**src/rtl/cg_pkg.sv**
```systemverilog
package cg_pkg;
  localparam int unsigned SRC_N = 4;
  localparam int unsigned SEL_W = $clog2(SRC_N);

  typedef enum logic [SEL_W-1:0] {
    SRC_SYS0 = 2'd0,
    SRC_SYS1 = 2'd1,
    SRC_AUX0 = 2'd2,
    SRC_AUX1 = 2'd3
  } src_sel_e;

  typedef logic [1:0] phase_cnt_t;
  localparam phase_cnt_t PH1_ST = 2'd1;
  localparam phase_cnt_t PH2_ST = 2'd3;
endpackage

```
**src/rtl/cg_resync_ctrl.sv**
```systemverilog
module cg_resync_ctrl #(
  parameter int unsigned ADDR_W   = 8,
  parameter int unsigned ADDR_SEL = 'h60,
  parameter int unsigned ADDR_CAL = 'h63
) (
  input  logic              clk_i,
  input  logic              rst_ni,
  input  logic              bus_we_i,
  input  logic [ADDR_W-1:0] bus_addr_i,
  output logic              load_o,
  output logic              clear_o
);
  logic hit, hit_q;

  assign hit = bus_we_i && ((bus_addr_i == ADDR_W'(ADDR_SEL)) ||
                            (bus_addr_i == ADDR_W'(ADDR_CAL)));

  always_ff @(posedge clk_i or negedge rst_ni) begin
    if (!rst_ni) hit_q <= 1'b0;
    else         hit_q <= hit;
  end

  assign load_o  = hit;
  // Clear spans the write edge and the one after it.
  assign clear_o = hit | hit_q;
endmodule

```
**src/rtl/cg_column.sv**
```systemverilog
module cg_column
  import cg_pkg::*;
(
  input  logic             clk_i,
  input  logic             rst_ni,
  input  logic [SRC_N-1:0] src_en_i,
  input  src_sel_e         sel_i,
  input  logic             load_i,
  input  logic             clear_i,
  output logic             phi1_o,
  output logic             phi2_o,
  output logic             colclk_o
);
  src_sel_e   sel_q;
  phase_cnt_t cnt_q, cnt_nxt;
  logic       step;
  logic       phi1_q, phi2_q, colclk_q;

  assign step    = src_en_i[sel_q];
  assign cnt_nxt = cnt_q + 2'd1;

  always_ff @(posedge clk_i or negedge rst_ni) begin
    if (!rst_ni)     sel_q <= SRC_SYS0;
    else if (load_i) sel_q <= sel_i;
  end

  always_ff @(posedge clk_i or negedge rst_ni) begin
    if (!rst_ni) begin
      cnt_q    <= '0;
      phi1_q   <= 1'b0;
      phi2_q   <= 1'b0;
      colclk_q <= 1'b0;
    end else if (clear_i) begin
      cnt_q    <= '0;
      phi1_q   <= 1'b0;
      phi2_q   <= 1'b0;
      colclk_q <= 1'b0;
    end else if (step) begin
      cnt_q  <= cnt_nxt;
      phi1_q <= (cnt_nxt == PH1_ST);
      phi2_q <= (cnt_nxt == PH2_ST);
      // A high phase leaves on this step: column clock flips with it.
      if (phi1_q || phi2_q) colclk_q <= ~colclk_q;
    end
  end

  assign phi1_o   = phi1_q;
  assign phi2_o   = phi2_q;
  assign colclk_o = colclk_q;
endmodule

```
**src/rtl/twophase_colclk.sv**
```systemverilog
module twophase_colclk
  import cg_pkg::*;
#(
  parameter int unsigned NUM_COLS = 4,
  parameter int unsigned ADDR_W   = 8,
  parameter int unsigned ADDR_SEL = 'h60,
  parameter int unsigned ADDR_CAL = 'h63
) (
  input  logic                      clk_i,
  input  logic                      rst_ni,
  input  logic [SRC_N-1:0]          src_en_i,
  input  logic [NUM_COLS*SEL_W-1:0] sel_i,
  input  logic                      bus_we_i,
  input  logic [ADDR_W-1:0]         bus_addr_i,
  output logic [NUM_COLS-1:0]       phi1_o,
  output logic [NUM_COLS-1:0]       phi2_o,
  output logic [NUM_COLS-1:0]       colclk_o
);
  logic rs_load, rs_clear;

  cg_resync_ctrl #(
    .ADDR_W  (ADDR_W),
    .ADDR_SEL(ADDR_SEL),
    .ADDR_CAL(ADDR_CAL)
  ) u_resync (
    .clk_i     (clk_i),
    .rst_ni    (rst_ni),
    .bus_we_i  (bus_we_i),
    .bus_addr_i(bus_addr_i),
    .load_o    (rs_load),
    .clear_o   (rs_clear)
  );

  for (genvar c = 0; c < NUM_COLS; c++) begin : g_col
    cg_column u_col (
      .clk_i   (clk_i),
      .rst_ni  (rst_ni),
      .src_en_i(src_en_i),
      .sel_i   (src_sel_e'(sel_i[c*SEL_W +: SEL_W])),
      .load_i  (rs_load),
      .clear_i (rs_clear),
      .phi1_o  (phi1_o[c]),
      .phi2_o  (phi2_o[c]),
      .colclk_o(colclk_o[c])
    );
  end
endmodule

```
**config.mk**
```make
export PLATFORM = sky130hd
export DESIGN_NAME = twophase_colclk
export DESIGN_NICKNAME = d
export VERILOG_FILES = /design/src/rtl/cg_pkg.sv /design/src/rtl/cg_resync_ctrl.sv /design/src/rtl/cg_column.sv /design/src/rtl/twophase_colclk.sv
export SDC_FILE = /design/constraint.sdc
export NUM_CORES = 1
export LEC_CHECK = 0
export ABC_AREA = 1
export BUFFER_PORTS_ARGS = -buffer_cell sky130_fd_sc_hd__buf_2
export CAP_MARGIN = 10
export CORE_MARGIN = 10
export CORE_UTILIZATION = 50
export DETAILED_ROUTE_END_ITERATION = 6
export PLACE_DENSITY = 0.81
export SKIP_CTS_REPAIR_TIMING = 1
export SLEW_MARGIN = 20
export SYNTH_ARGS = -nofsm -noshare
export SYNTH_HDL_FRONTEND = slang
export SYNTH_SLANG_ARGS = --single-unit
```
**constraint.sdc**
```tcl
create_clock -name clk_i -period 1.1 [get_ports clk_i]
set_input_delay 0.11 -clock clk_i [delete_from_list [all_inputs] [get_ports clk_i]]
set_output_delay 0.11 -clock clk_i [all_outputs]
set_load 0.01 [all_outputs]
```
==> run summary <==
The run finished with clean final reports. By count the netlist is led by sky130_fd_sc_hd__nand2_1 (51), sky130_fd_sc_hd__dfrtp_1 (29), sky130_fd_sc_hd__nand3_1 (20). The total global routing overflow came out at 0. The insertion delay of the later-clocked pin in the worst-skew pair is between 0.3 and 0.4 ns. The number of standard cells after synthesis is 201. Yosys mapped the design onto 22 distinct sky130hd cell types. The cell count after placement is 271. The most used flip-flop cell after synthesis is sky130_fd_sc_hd__dfrtp_1. Cells fill 65.7% of the core in the end. The final period utilization came out at 95.1%. The top cell type's share of synthesized area came out at 41.1%.

Setup violations remaining at the end of the flow were counted as 0. The critical path's largest stage delay is ~0.41 ns. Among the stages of the critical path, the cell type that occurs most often is sky130_fd_sc_hd__nand2_1. The worst slew margin relative to its limit is about 75%. The post-route minimum period is roughly 1.0 ns. The worst setup path is launched from a register.

Summing all placed instances gives a cell area of 1910 um2. For this configuration, the core starts out at a cell density of 52.5%. The core region area came out at between 3000 and 4000 um2. Timing would allow up to 0.956 GHz.

In this run the worst path has a maximum fanout of 7. The detailed router placed 1434 vias in this run. TritonCTS created 5 clock buffers. After detailed routing, the number of vias per cell comes to approximately 5. The largest individual stage delay along the critical path comes from the cell sky130_fd_sc_hd__dfrtp_1.

The area growth from synthesis to layout is 25.2%. After synthesis, the cell types taking the most area are sky130_fd_sc_hd__dfrtp_1 (41%), sky130_fd_sc_hd__nand2_1 (11%), sky130_fd_sc_hd__ha_1 (5.7%). The detailed-route DRC error count is 0.

The total track usage came out at a little under an eighth. The area of the die is approximately 6300 um2. The routed design has 3750 um of wire.

The via count of the first global-routing pass came to 1377. The number of clock sinks seen by CTS came out at 29. The global-route wire length before repair is 5840 um.

Setup repair after global routing could not meet its margin everywhere. In the final routed layout, each cell accounts on average for 12.8 um. The clock tree from TritonCTS is yes.

The maximum number of pins on one net before global-route repair is 30. The remaining antenna violation count came out at 0. The required time at the endpoint of the critical path is about 1.4 ns. The post-synthesis sequential element count came out at 29.

The final weighted congestion of routability-driven global placement came out at 0.741. The number of synthesized flops with an enable pin is 0. The H-tree was split into 2 levels. The worst path meets setup with 0.0537 ns of slack.

The clock-pin slew of the registers on the worst-case setup and hold paths is 0.09 ns. The die is 79.4 um tall. The post-placement worst setup slack is 0.0296 ns. Power spread over the standard cell area amounts to approximately 2100 nW/um2. The cell area after synthesis is about 1800 um2.

The sequential element share of the synthesized area is 41.1%. The count of buffers added on input and output ports is 34. On the final layout, the worst clock skew is between 0.008 and 0.009 ns.

The critical path arrival is ~1.3 ns. The synthesized design spends more area on one cell type than any other, namely sky130_fd_sc_hd__dfrtp_1. The length of the first detailed-routing pass in iterations came out at 4. The tightest min-delay check is of the input pin to register type. During synthesis, Yosys emitted a total of 0 warnings. The initial antenna violation count is 0.

The transition time of the tightest slew-check pin came out at 0.373 ns. The root buffer cell chosen for the clock tree is sky130_fd_sc_hd__clkbuf_4. The number of pins with negative max-slew slack in the final report came out at 0. The initialized floorplan defines 21 standard-cell rows. The maximum vdd drop is around 0.00074 V. The estimated wirelength of the detail-placed design came out at 2550 um. The async set-or-reset flop fraction in the synthesized netlist is 100%. The final instance area is between 2000 and 2500 um2. The worst setup path is of the register to register kind.

The buffer depth of the longest clock path is 2. The proportion of layout cells with a drive suffix above 1 came out at around 44%. The antenna diode instance count came out at 0. The width of the die is 79.4 um. STA classifies the critical path endpoint as a register. The most common cell in the synthesized netlist is sky130_fd_sc_hd__nand2_1.

Summed over all cells, the static leakage comes to approximately 1.1 nW. The net count of the mapped netlist came out at 232. Walking the worst path, the cells encountered are inv_2 -> nand2_2 -> nand3_4 -> nand3_2 -> nand2_1 -> nand2_1 -> nor2_1.

The final number of hold-violating endpoints is 0. The layout net count came out at about 280. Once layout is complete, the cells apart from fillers number ~300. The total of max-cap violations came out at 0. After synthesis, the mean cell area works out to 8.78 um2.

The I/O pin total came out at 35. The number of violations reported at the end of detailed-routing iteration 0 came out at 34.
metrics by stage:
step,hold slack [ns],total power (W),setup TNS [ns]
3_5_place_dp,0.140,0.00365,0
2_1_floorplan,-0.186,0.00337,0
4_1_cts,-0.240,0.00443,0
3_3_place_gp,0.136,0.00358,0
5_1_grt,0.237,0.00509,-0.280
6_report,0.221,0.00466,0
area by class of cell:
type / count / area, um2
Clock buffer: 7 / 65.1
Clock inverter: 1 / 5.00
Fill cell: 298 / 1150
Inverter: 23 / 91.3
Multi-Input combinational cell: 134 / 916
Sequential cell: 29 / 726
Tap cell: 46 / 57.6
Timing Repair Buffer: 53 / 348
report_power, final:
part | total (W) | switching, W | leakage (nW) | internal [W]
sequential | 0.00176 | 0.000291 | 0.336 | 0.00147
clock | 0.000765 | 0.000395 | 0.0413 | 0.000370
combinational | 0.00213 | 0.00114 | 0.738 | 0.000994
critical path, delay by kind of cell, from the launching register on:
kind	cells	cell delay, ns
simple gates	6	0.49
flops	1	0.41
buf+inv	1	0.08
worst paths after layout:
kind / slack [ns] / to / cells after the start / start
worst max-delay path: 0.05 / g_col[3].u_col.colclk_o / 7 / g_col[3].u_col.sel_q[0]
worst min-delay path: 0.22 / u_resync.hit_q / 4 / bus_addr_i[7]
worst max register to register: 0.05 / g_col[3].u_col.colclk_o / 7 / g_col[3].u_col.sel_q[0]
worst min register to register: 0.55 / g_col[1].u_col.cnt_q[0] / 3 / g_col[1].u_col.cnt_q[0]
max in group asynchronous: 0.52 / g_col[3].u_col.phi2_o / 3 / rst_ni
min in group asynchronous: 0.30 / g_col[1].u_col.phi2_o / 3 / rst_ni
registers in the layout (all words and copies together) (netlist names):
| name | count |
|---|---|
| u_resync.hit_q | 1 |
| g_col.u_col.cnt_q | 8 |
| g_col.u_col.sel_q | 8 |
| g_col.u_col.colclk_o | 4 |
| g_col.u_col.phi1_o | 4 |
| g_col.u_col.phi2_o | 4 |
placed cells by master, fill, tap and decap left out, drive strengths merged:
cell,n
nand2,58
buf,44
dfrtp,29
nand3,29
inv,22
a21oi,12
dlygate4sd3,9
nor2,8
o21ai,8
ha,8
clkbuf,7
nand4,4
or2,4
nor3,2
clkinv,2
xnor2,1
cells by family (layout without fill, tap and decap cells):
kind of cell	after synthesis	in the layout	synth area share, %
AO/OA/AOI/OAI	20	20	9.50
XOR/XNOR	1	1	0.497
adder cells (fa/ha/maj)	8	8	5.67
buffers and inverters	38	84	12.7
flip-flops	29	29	41.1
AND/OR/NAND/NOR	105	105	30.5
layer usage:
metal,track usage [%],up-vias,share of wire (%)
met3,5.52,6,6.0
met1,12.3,669,43
met4,6.09,0,1.9
met2,18.6,33,49
met5,0,-,0
li1,-,726,-
(Power assumes the default switching activity.)
